==> src/rtl/dirPkg.sv <==
package dirPkg;

  typedef enum logic [2:0] {
    stShared     = 3'd0,
    stSpill      = 3'd1,
    stSoftShared = 3'd2,
    stSoftWait   = 3'd3,
    stInval      = 3'd4,
    stAckWait    = 3'd5,
    stExcl       = 3'd6
  } dirStateE;

  typedef enum logic [2:0] {
    rspNone  = 3'd0,
    rspReply = 3'd1,
    rspNak   = 3'd2,
    rspGrant = 3'd3,
    rspTrap  = 3'd4
  } rspKindE;

  // strobes from control to datapath, one cycle each
  typedef struct packed {
    logic    allocPtr;    // record requester in lowest free slot
    logic    clearMatch;  // drop requester's slot
    logic    clearLowest; // drop lowest occupied slot
    logic    setOwner;    // keep only slot 0, holding the owner
    logic    loadHw;      // counter <= sharers other than requester
    logic    loadSw;      // counter <= software count
    logic    decCnt;      // one acknowledgement consumed
    logic    latchPend;   // remember requester and kind
    logic    flagErr;     // stray acknowledgement
    rspKindE rspKind;
    logic    rspUsePend;  // message goes to pending node, not requester
    logic    rspWrite;    // trap carries a write
  } dirStrobeT;

endpackage

==> src/rtl/dirDatapath.sv <==
module dirDatapath
  import dirPkg::*;
#(
  parameter int NUM_PTRS  = 5,
  parameter int NODE_BITS = 6
) (
  input  logic                 clk,
  input  logic                 rstN,
  input  dirStrobeT            strobe,
  input  logic [NODE_BITS-1:0] reqNode,
  input  logic                 reqWrite,
  input  logic [NODE_BITS:0]   swCount,
  output logic                 hit,
  output logic                 full,
  output logic                 anyValid,
  output logic                 lastValid,
  output logic                 othersZero,
  output logic                 cntZero,
  output logic                 pendWrite,
  output logic [NODE_BITS-1:0] lowNode,
  output logic [NODE_BITS-1:0] pendNode,
  output logic                 rdReplyValid,
  output logic                 nakValid,
  output logic                 grantValid,
  output logic                 trapValid,
  output logic                 trapWrite,
  output logic                 protoErr,
  output logic [NODE_BITS-1:0] rspNode
);

  localparam int CNT_W  = NODE_BITS + 1;
  localparam int SLOT_W = (NUM_PTRS > 1) ? $clog2(NUM_PTRS) : 1;
  localparam int POP_W  = $clog2(NUM_PTRS + 1);

  logic [NUM_PTRS-1:0]  ptrValid;
  logic [NODE_BITS-1:0] ptrNode [NUM_PTRS];
  logic [NUM_PTRS-1:0]  matchVec;
  logic [SLOT_W-1:0]    lowSlot, freeSlot;
  logic                 lowFound, freeFound;
  logic [POP_W-1:0]     validCount;
  logic [CNT_W-1:0]     otherCount;
  logic [CNT_W-1:0]     ackCnt;

  for (genvar g = 0; g < NUM_PTRS; g++) begin : gMatch
    assign matchVec[g] = ptrValid[g] && (ptrNode[g] == reqNode);
  end

  always_comb begin
    lowSlot    = '0;
    freeSlot   = '0;
    lowFound   = 1'b0;
    freeFound  = 1'b0;
    validCount = '0;
    otherCount = '0;
    for (int i = 0; i < NUM_PTRS; i++) begin
      if (ptrValid[i] && !lowFound) begin
        lowSlot  = SLOT_W'(i);
        lowFound = 1'b1;
      end
      if (!ptrValid[i] && !freeFound) begin
        freeSlot  = SLOT_W'(i);
        freeFound = 1'b1;
      end
      if (ptrValid[i]) validCount = validCount + POP_W'(1);
      if (ptrValid[i] && !matchVec[i]) otherCount = otherCount + CNT_W'(1);
    end
  end

  assign lowNode    = ptrNode[lowSlot];
  assign hit        = |matchVec;
  assign anyValid   = |ptrValid;
  assign full       = (validCount == POP_W'(NUM_PTRS));
  assign lastValid  = (validCount == POP_W'(1));
  assign othersZero = (otherCount == '0);
  assign cntZero    = (ackCnt == '0);

  // sharer slots
  always_ff @(posedge clk) begin
    if (!rstN) begin
      ptrValid <= '0;
    end else if (strobe.setOwner) begin
      ptrValid   <= NUM_PTRS'(1);
      ptrNode[0] <= strobe.rspUsePend ? pendNode : reqNode;
    end else begin
      if (strobe.clearMatch) ptrValid <= ptrValid & ~matchVec;
      if (strobe.clearLowest) ptrValid[lowSlot] <= 1'b0;
      if (strobe.allocPtr) begin
        ptrValid[freeSlot] <= 1'b1;
        ptrNode[freeSlot]  <= reqNode;
      end
    end
  end

  // acknowledgement counter and pending request
  always_ff @(posedge clk) begin
    if (!rstN) begin
      ackCnt    <= '0;
      pendNode  <= '0;
      pendWrite <= 1'b0;
    end else begin
      if (strobe.loadHw)      ackCnt <= otherCount;
      else if (strobe.loadSw) ackCnt <= swCount;
      else if (strobe.decCnt) ackCnt <= ackCnt - CNT_W'(1);
      if (strobe.latchPend) begin
        pendNode  <= reqNode;
        pendWrite <= reqWrite;
      end
    end
  end

  // registered message outputs
  always_ff @(posedge clk) begin
    if (!rstN) begin
      rdReplyValid <= 1'b0;
      nakValid     <= 1'b0;
      grantValid   <= 1'b0;
      trapValid    <= 1'b0;
      trapWrite    <= 1'b0;
      protoErr     <= 1'b0;
      rspNode      <= '0;
    end else begin
      rdReplyValid <= (strobe.rspKind == rspReply);
      nakValid     <= (strobe.rspKind == rspNak);
      grantValid   <= (strobe.rspKind == rspGrant);
      trapValid    <= (strobe.rspKind == rspTrap);
      trapWrite    <= (strobe.rspKind == rspTrap) && strobe.rspWrite;
      protoErr     <= strobe.flagErr;
      if (strobe.rspKind != rspNone)
        rspNode <= strobe.rspUsePend ? pendNode : reqNode;
    end
  end

endmodule

==> src/rtl/dirControl.sv <==
module dirControl
  import dirPkg::*;
(
  input  logic      clk,
  input  logic      rstN,
  input  logic      reqValid,
  input  logic      reqWrite,
  input  logic      ackValid,
  input  logic      swCountValid,
  input  logic      spillReady,
  input  logic      hit,
  input  logic      full,
  input  logic      anyValid,
  input  logic      lastValid,
  input  logic      othersZero,
  input  logic      cntZero,
  input  logic      pendWrite,
  output dirStrobeT strobe,
  output dirStateE  curState
);

  dirStateE nextState;

  always_comb begin
    strobe    = '0;
    nextState = curState;

    if (ackValid) begin
      if (cntZero) strobe.flagErr = 1'b1;
      else         strobe.decCnt  = 1'b1;
    end

    unique case (curState)
      stShared: begin
        if (reqValid && !reqWrite) begin
          if (hit || !full) begin
            strobe.rspKind  = rspReply;
            strobe.allocPtr = !hit;
          end else begin
            strobe.rspKind = rspTrap;
            nextState      = stSpill;
          end
        end else if (reqValid) begin
          if (othersZero) begin
            strobe.rspKind  = rspGrant;
            strobe.setOwner = 1'b1;
            nextState       = stExcl;
          end else begin
            strobe.loadHw     = 1'b1;
            strobe.clearMatch = 1'b1;
            strobe.latchPend  = 1'b1;
            nextState         = stInval;
          end
        end
      end

      stExcl: begin
        if (reqValid && hit) begin
          if (reqWrite) begin
            strobe.rspKind = rspGrant;
          end else begin
            strobe.rspKind = rspReply;
            nextState      = stShared;
          end
        end else if (reqValid) begin
          strobe.loadHw    = 1'b1;
          strobe.latchPend = 1'b1;
          nextState        = stInval;
        end
      end

      stSpill: begin
        if (reqValid) strobe.rspKind = rspNak;
        if (spillReady && anyValid) begin
          strobe.clearLowest = 1'b1;
          if (lastValid) nextState = stSoftShared;
        end
      end

      stSoftShared: begin
        if (reqValid) begin
          strobe.rspKind  = rspTrap;
          strobe.rspWrite = reqWrite;
          if (reqWrite) begin
            strobe.latchPend = 1'b1;
            nextState        = stSoftWait;
          end
        end
      end

      stSoftWait: begin
        if (reqValid) strobe.rspKind = rspNak;
        if (swCountValid) begin
          strobe.loadSw = 1'b1;
          strobe.decCnt = 1'b0;
          nextState     = stAckWait;
        end
      end

      stInval: begin
        if (reqValid) strobe.rspKind = rspNak;
        if (anyValid) begin
          strobe.clearLowest = 1'b1;
          if (lastValid) nextState = stAckWait;
        end
      end

      stAckWait: begin
        if (reqValid) begin
          strobe.rspKind = rspNak;
        end else if (cntZero) begin
          strobe.rspKind    = pendWrite ? rspGrant : rspReply;
          strobe.rspUsePend = 1'b1;
          strobe.setOwner   = 1'b1;
          nextState         = pendWrite ? stExcl : stShared;
        end
      end

      default: nextState = stShared;
    endcase
  end

  always_ff @(posedge clk) begin
    if (!rstN) curState <= stShared;
    else       curState <= nextState;
  end

endmodule

==> src/rtl/dirEntryCtrl.sv <==
module dirEntryCtrl
  import dirPkg::*;
#(
  parameter int NUM_PTRS  = 5,
  parameter int NODE_BITS = 6
) (
  input  logic                 clk,
  input  logic                 rstN,
  input  logic                 reqValid,
  input  logic                 reqWrite,
  input  logic [NODE_BITS-1:0] reqNode,
  input  logic                 ackValid,
  input  logic                 swCountValid,
  input  logic [NODE_BITS:0]   swCount,
  input  logic                 spillReady,
  output logic                 rdReplyValid,
  output logic                 nakValid,
  output logic                 grantValid,
  output logic                 trapValid,
  output logic                 trapWrite,
  output logic [NODE_BITS-1:0] rspNode,
  output logic                 invValid,
  output logic [NODE_BITS-1:0] invNode,
  output logic                 spillValid,
  output logic [NODE_BITS-1:0] spillNode,
  output logic                 protoErr,
  output logic [2:0]           dirState
);

  dirStrobeT            strobe;
  dirStateE             curState;
  logic                 hit, full, anyValid, lastValid, othersZero, cntZero, pendWrite;
  logic [NODE_BITS-1:0] lowNode, pendNode;

  dirControl ctrl_i (
    .clk(clk), .rstN(rstN), .reqValid(reqValid), .reqWrite(reqWrite),
    .ackValid(ackValid), .swCountValid(swCountValid), .spillReady(spillReady),
    .hit(hit), .full(full), .anyValid(anyValid), .lastValid(lastValid),
    .othersZero(othersZero), .cntZero(cntZero), .pendWrite(pendWrite),
    .strobe(strobe), .curState(curState)
  );

  dirDatapath #(.NUM_PTRS(NUM_PTRS), .NODE_BITS(NODE_BITS)) data_i (
    .clk(clk), .rstN(rstN), .strobe(strobe), .reqNode(reqNode),
    .reqWrite(reqWrite), .swCount(swCount), .hit(hit), .full(full),
    .anyValid(anyValid), .lastValid(lastValid), .othersZero(othersZero),
    .cntZero(cntZero), .pendWrite(pendWrite), .lowNode(lowNode),
    .pendNode(pendNode), .rdReplyValid(rdReplyValid), .nakValid(nakValid),
    .grantValid(grantValid), .trapValid(trapValid), .trapWrite(trapWrite),
    .protoErr(protoErr), .rspNode(rspNode)
  );

  assign invValid   = (curState == stInval) && anyValid;
  assign invNode    = lowNode;
  assign spillValid = (curState == stSpill) && anyValid;
  assign spillNode  = lowNode;
  assign dirState   = curState;

endmodule

==> config.mk <==
export PLATFORM = sky130hd
export DESIGN_NAME = dirEntryCtrl
export DESIGN_NICKNAME = d
export VERILOG_FILES = /design/src/rtl/dirPkg.sv /design/src/rtl/dirDatapath.sv /design/src/rtl/dirControl.sv /design/src/rtl/dirEntryCtrl.sv
export SDC_FILE = /design/constraint.sdc
export NUM_CORES = 1
export LEC_CHECK = 0
export ABC_AREA = 1
export BUFFER_PORTS_ARGS = -buffer_cell sky130_fd_sc_hd__buf_2
export CAP_MARGIN = 20
export CORE_ASPECT_RATIO = 1.2
export CORE_UTILIZATION = 62
export DETAILED_ROUTE_END_ITERATION = 12
export GPL_TIMING_DRIVEN = 0
export HOLD_SLACK_MARGIN = 0.15
export PLACE_DENSITY = 0.84
export SLEW_MARGIN = 0
export SYNTH_ARGS = -nofsm -noshare
export SYNTH_HDL_FRONTEND = slang
export SYNTH_SLANG_ARGS = --single-unit
==> constraint.sdc <==
create_clock -name clk -period 12 [get_ports clk]
set_input_delay 2.4 -clock clk [delete_from_list [all_inputs] [get_ports clk]]
set_output_delay 2.4 -clock clk [all_outputs]
set_load 0.01 [all_outputs]
Yosys cells after proc, flatten, opt, wreduce, memory -nomap -nowiden. Memories as Yosys holds them, arrays and structs flattened. Cells that the tools add are included.

Word-level logic and storage cells: 232. Memories: 1. Register bits after elaboration: 34. Output and inout bits: 29. Memory bits (writable): 30.

Memory list: data_i.ptrNode (depth 5, bits a word 6, rd ports 6, clocked after memory_dff 0, wr ports 1, RTL line dirDatapath.sv:36) `logic [NODE_BITS-1:0] ptrNode [NUM_PTRS];`.

Magnitude comparators: 4. Add/sub/neg operators: 9. Reduce and logical (&&, ||, !) cells: 58. Bitwise operators: 6. Eq/ne operators: 30. Mux-type cells: 111.

Operator list (count): 2-to-1 mux 3 bit (29); 2-to-1 mux 7 bit (7); 2-to-1 mux 1 bit (43); 2-to-1 mux 5 bit (7); == test 6 bit (5); 2-to-1 mux 2 bit (14); logical AND 1 bit (26); adder 7 x 1 -> 7 bit (second input constant) (3); case mux 3 bit (7 select lines) (1); zero test 1 bit (19); == test 3 bit (second input constant) (5); case mux 3 bit (5 select lines) (1); zero test 7 bit (2); AND reduction 13 bit (1); == test 3 x 2 -> 1 bit (second input constant) (4); 2-to-1 mux 6 bit (2); inequality test 2 bit (second input constant) (6); bitwise AND 5 bit (2); inverter 5 bit (2); OR reduction 5 bit (2); adder 3 x 1 -> 3 bit (second input constant) (3); == test 3 x 1 -> 1 bit (second input constant) (3); < comparator 3 x 4 -> 1 bit (second input constant) (2); subtractor 7 x 1 -> 7 bit (second input constant) (1); 18 further kinds (28).

Logic depth before layout (Yosys ltp). An unclocked memory read counts as a cell.

Depth in word-level cells: 29. Depth in mapped cells: 30. Gate-level depth less buffers: 30.

By module. A second synthesis with hierarchy kept.

Cells, all modules: 637. Area, all modules: 4415.5 µm².

Modules (own cells, without submodules): dirDatapath (area each 3689.8 µm², seq. area each 1521.5 µm², cells an instance 513, times used 1); dirControl (area each 646.9 µm², seq. area each 60.1 µm², cells an instance 109, times used 1); dirEntryCtrl (area each 78.8 µm², seq. area each 0.0 µm², cells an instance 15, times used 1).

Worst setup path after synthesis. OpenSTA, ideal clock, no wires.

Path kind: input to register. Start: input reqNode[0]. End: memory data_i.ptrNode[0][0] (enable). Arrival time: 5194 ps. Stages: 22. Required time: 11686 ps. Path buffers: 1. Setup slack: 6492 ps. Library setup time: 314 ps. Cells stage by stage: buf_2 xnor2_1 nand3_1 nor3_1 inv_1 nand2_1 ha_1 inv_1 nand3_1 nand2_1 ha_1 nand2_1 nand2_2 ha_1 or2_2 nand2_1 nand2_1 inv_2 nand3_1 o311ai_0 nand2_1 inv_1.

Longest elaborated chain between the ends: 23. Elaborated cells on any way between the ends: 50. Those cells by class: 4 x add/sub; 5 x eq/ne; 21 x mux; 20 x reduce/logical.

RTL lines: from (decl) (RTL line dirEntryCtrl.sv:11) `input logic [NODE_BITS-1:0] reqNode,`; == test 6 bit (RTL line dirDatapath.sv:45) `assign matchVec[g] = ptrValid[g] && (ptrNode[g] == reqNode);`; logical AND 1 bit (RTL line dirDatapath.sv:45); zero test 1 bit (RTL line dirDatapath.sv:65) `if (ptrValid[i] && !matchVec[i]) otherCount = otherCount + CNT_W'(1);`; logical AND 1 bit (RTL line dirDatapath.sv:65); 2-to-1 mux 1 bit (RTL line dirDatapath.sv:65); adder 1 x 1 -> 2 bit (RTL line dirDatapath.sv:65); 2-to-1 mux 7 bit (RTL line dirDatapath.sv:65); adder 7 x 1 -> 7 bit (RTL line dirDatapath.sv:65); (+7 left out); 2-to-1 mux 2 bit (RTL line dirControl.sv:43) `end else if (reqValid) begin`; 2-to-1 mux 2 bit (RTL line dirControl.sv:35) `if (reqValid && !reqWrite) begin`; case mux 1 bit (2 select lines) (RTL line dirControl.sv:33) `unique case (curState)`; 2-to-1 mux 1 bit (RTL line dirDatapath.sv:81) `end else if (strobe.setOwner) begin`; 2-to-1 mux 1 bit (RTL line dirDatapath.sv:79) `if (!rstN) begin`; 2-to-1 mux 1 bit (not written as such) (RTL line dirDatapath.sv:89) `ptrNode[freeSlot] <= reqNode;`; OR reduction 6 bit (no source line); 2-to-1 mux 3 bit (no source line) or 2-to-1 mux 1 bit (tied branches); to (decl) (RTL line dirDatapath.sv:36).

Several ways; a longest one is shown, not always the timed one.

Worst setup path after layout.
Start: input reqNode[1]. End: memory data_i.ptrNode[0][0] (enable).

The elaborated chain is that of the path after synthesis.

==> qor.yml <==
critical_path:
  worstSetupEndpointType: "flop"
  critical_path_s_top_delay_family: "simple AND/OR/NAND/NOR gates"
  start_kind: "input pin"
  critPathRequiredTime_ps: 12030
  critPathMaxStageDelay_ps: 300
  path_buf_inv: 6
  cp_common_cell: "sky130_fd_sc_hd__nand2_1"
  crit_fanout: 7
  cells_along_the_critical_path: "buf_2 -> inv_2 -> or2_2 -> nand3_1 -> nor3_1 -> inv_1 -> nand2_1 -> ha_1 -> inv_1 -> nand3_1 -> nand2_1 -> ha_1 -> nand2_1 -> nand2_2 -> ha_1 -> or2_2 -> nand2_1 -> nand2_1 -> inv_2 -> nand3_1 -> o311ai_0 -> nand2_1 -> inv_1"
  worst_path_max_delay_cell: "sky130_fd_sc_hd__nor3_1"
  worst_ep_arrival_time_ps: 5750
  setup.worst_path.start: "reqNode[1]"
  rr_startpoint: "data_i.ptrNode[0][3]$_DFFE_PP_"
  worst-setup-path-type: "input pin to flop"
floorplan:
  starting_utilization_of_the_core_area: 0.6551
  die_w_um: 78.04
  io-pin-count: 49
  die-height_um: 93.25
  std_cell_rows: 32
  placeableCoreArea_um2: 6566
  die-area_um2: 7276
pwr:
  power.internal_uw: 522.4
  design_power_total_uw: 879.5
  power.share.switching: 0.4060
  power.combinational.fraction: 0.424
  pwr-share-seq: 0.337
  p_sw_uw: 357.1
  leakage_uw: 0.002350
  power.density_cell_area_nw_per_um2: 181.3
  worst_ir_drop_vdd_mv: 0.1355
  share_clk_of_total_power: 0.239
logic_synthesis:
  synth.distinct_cells: 43
  synth.yosys.seq_area_share: 0.3677
  avgSynthCellArea_um2: 7.087
  synth_largest_type_area_fraction: 0.2094
  synth-seq-cells: 64
  synth-main-ff-cell: "sky130_fd_sc_hd__dfxtp_1"
  async_reset_ff_frac: 0
  number_of_enable_type_register_cells_in_the_synthesized_netlist: 30
  synthesis.nets: 641
  synth_area_um2: 4302
  synthTopCellsByArea: "sky130_fd_sc_hd__edfxtp_1 (21%), sky130_fd_sc_hd__dfxtp_1 (16%), sky130_fd_sc_hd__nand2_1 (12%)"
  synthCells: 607
  warning_count_from_the_yosys_run: 0
  synth_top_area_cell: "sky130_fd_sc_hd__edfxtp_1"
layout:
  layout.cells.most_common: "sky130_fd_sc_hd__nand2_1"
  antennaDiodeCount: 0
  num-nets-final: 696
  synthToLayoutAreaGrowth_pct: 12.80
  drive_gt1_frac: 0.1634
  mostFrequentLayoutCells: "sky130_fd_sc_hd__nand2_1 (139), sky130_fd_sc_hd__inv_1 (83), sky130_fd_sc_hd__nor2_1 (82)"
  fillers: 527
timing:
  final-setup-viol-count: 0
  fin_tns_setup_ps: 0
  worst_pin_slew_ps: 745.6
  final_hold_viol_count: 0
  min_period_ps: 5720
  max-slew-margin-rel: 0.4996
  final_min_period_over_clock_period: 0.4766
  worst_hold_slack_ps: 525.7
  grt_setup_unrepaired: "false"
  fmax_mhz: 174.8
  final.setup_skew_ps: 7.421
  timing_max_transition_violations_final: 0
detailed_routing:
  drt-vias-per-instance: 5.537
  wl_per_cell_um: 13.87
  final_antenna_net_count: 0
  detail_route.drc_violations: 0
  route.vias.total: 4164
  detailed_routing_iteration_count_for_the_pre_antenna_repair_pass: 5
  dr.first_iter.drc_count: 273
  drt-total-wl_mm: 10.43
clock_tree:
  insertion_delay_ps: 350
  postCtsSetupBuffers: 0
  post_cts_resize_count: 0
  numCtsBuffers: 9
  holdBufCountCts: 0
  htreeDepth: 3
  max-clock-path-buffers: 2
  tritoncts: "built"
  clk_transition_reported_paths_ps: 80
  cts_root_buf: "sky130_fd_sc_hd__clkbuf_8"
  cts_sinks: 64
global_route:
  track_usage: 0.3012
  grt_max_degree: 14
  vias_in_the_first_global_route: 3803
  grt_first_pass_wirelength_mm: 17.13
  overflow: 0
  grt_antenna_before_repair: 0
placed_design:
  placement.io_buffers: 44
  gp_congestion: 0.9832
  dp_hpwl_mm: 8.025
worst_hold_path:
  min-delay-path-class: "flop to flop"
  startpoint_of_the_most_critical_hold_path: "data_i.pendNode[1]$_SDFFE_PN0P_"
run_status:
  run_status: "complete, no violations"
run:
  max_cap_violations: 0
[metal layers]
| metal | routed length, um | up-vias | GRT usage |
|---|---|---|---|
| met1 | 4497 | 1853 | 0.3772 |
| met3 | 711 | 27 | 0.03707 |
| met2 | 4933 | 202 | 0.5007 |
| li1 | - | 2082 | - |
| met4 | 287 | 0 | 0.1744 |
| met5 | 0 | - | 0 |
[worst paths after layout]
path,endpoint,slack [ps],depth (start not counted)
max,data_i.ptrNode[0][0]$_DFFE_PP_,6280,23
min,data_i.pendNode[1]$_SDFFE_PN0P_,530,2
max reg2reg,data_i.ptrNode[0][0]$_DFFE_PP_,8090,21
min reg2reg,data_i.pendNode[1]$_SDFFE_PN0P_,530,2
[stage by stage]
step                instances  setup WS, ps  area [um^2]  utilization
floorplan                 607          6492         4302            -
global placement          736          6055         4628       0.7048
detailed placement        736          5963         4628       0.7048
CTS                       752          6303         4852       0.7389
global route              752          5915         4852       0.7389
finish                    752          6280         4852       0.7389
[area by class of cell]
type	instances	area [um^2]	share of cell area
clock buffers	9	123.9	0.02553
inverters	93	355.3	0.07323
plain buffers	20	117.6	0.02424
well taps	85	106.4	0.02192
repair buffers	44	220.2	0.04538
flip-flops and latches	64	1582	0.3259
clock inverters	7	100.1	0.02063
multi-input cells	430	2247	0.4631
[synthesized netlist by cell type (7+ instances only)]
library cell               instances
sky130_fd_sc_hd__nand2_4           7
sky130_fd_sc_hd__clkbuf_1          9
sky130_fd_sc_hd__edfxtp_1         30
sky130_fd_sc_hd__inv_1            83
sky130_fd_sc_hd__ha_1             14
sky130_fd_sc_hd__xor2_1            9
sky130_fd_sc_hd__buf_4             9
sky130_fd_sc_hd__nand2_1         139
sky130_fd_sc_hd__nand4_1          14
sky130_fd_sc_hd__o21ai_0          31
sky130_fd_sc_hd__nor3_1           13
sky130_fd_sc_hd__nand3_1          28
sky130_fd_sc_hd__inv_2             7
sky130_fd_sc_hd__o22ai_1           9
sky130_fd_sc_hd__a21oi_1          34
sky130_fd_sc_hd__dfxtp_1          34
sky130_fd_sc_hd__nor2_1           82
[sequential cells by signal (all words and copies together), names as in the netlist]
| name | count |
|---|---|
| data_i.trapWrite | 1 |
| data_i.trapValid | 1 |
| data_i.grantValid | 1 |
| data_i.rspNode | 6 |
| data_i.protoErr | 1 |
| data_i.ptrNode | 30 |
| data_i.rdReplyValid | 1 |
| data_i.ptrValid | 5 |
| data_i.ackCnt | 7 |
| ctrl_i.curState | 3 |
| data_i.nakValid | 1 |
| data_i.pendWrite | 1 |
| data_i.pendNode | 6 |
[cell families after synthesis]
logic type / synth area share
and+or+nand+nor: 0.3223
xor gates and xnor gates: 0.03229
buffers and inverters: 0.1099
AOI/OAI and AO/OA: 0.1271
DFF: 0.3677
adders and majority gates: 0.04072
[worst reg2reg max path: stages, from the launching register on]
cell and delay, ps:
sky130_fd_sc_hd__edfxtp_1 430, sky130_fd_sc_hd__or2_2 320, sky130_fd_sc_hd__nand3_1 100, sky130_fd_sc_hd__nor3_1 70, sky130_fd_sc_hd__inv_1 100, sky130_fd_sc_hd__nand2_1 90, sky130_fd_sc_hd__ha_1 360, sky130_fd_sc_hd__inv_1 80
sky130_fd_sc_hd__nand3_1 120, sky130_fd_sc_hd__nand2_1 70, sky130_fd_sc_hd__ha_1 290, sky130_fd_sc_hd__nand2_1 100, sky130_fd_sc_hd__nand2_2 70, sky130_fd_sc_hd__ha_1 260, sky130_fd_sc_hd__or2_2 300, sky130_fd_sc_hd__nand2_1 70
sky130_fd_sc_hd__nand2_1 60, sky130_fd_sc_hd__inv_2 80, sky130_fd_sc_hd__nand3_1 140, sky130_fd_sc_hd__o311ai_0 130, sky130_fd_sc_hd__nand2_1 130, sky130_fd_sc_hd__inv_1 230
[power groups by stage]
stage	clock [uW]	combinational, uW	sequential [uW]
2_1_floorplan	0	272	301
3_3_place_gp	0	354	299
3_5_place_dp	0	364	300
4_1_cts	211	368	296
5_1_grt	220	421	301
6_report	210	373	296
Power figures use the tool's default switching activity.
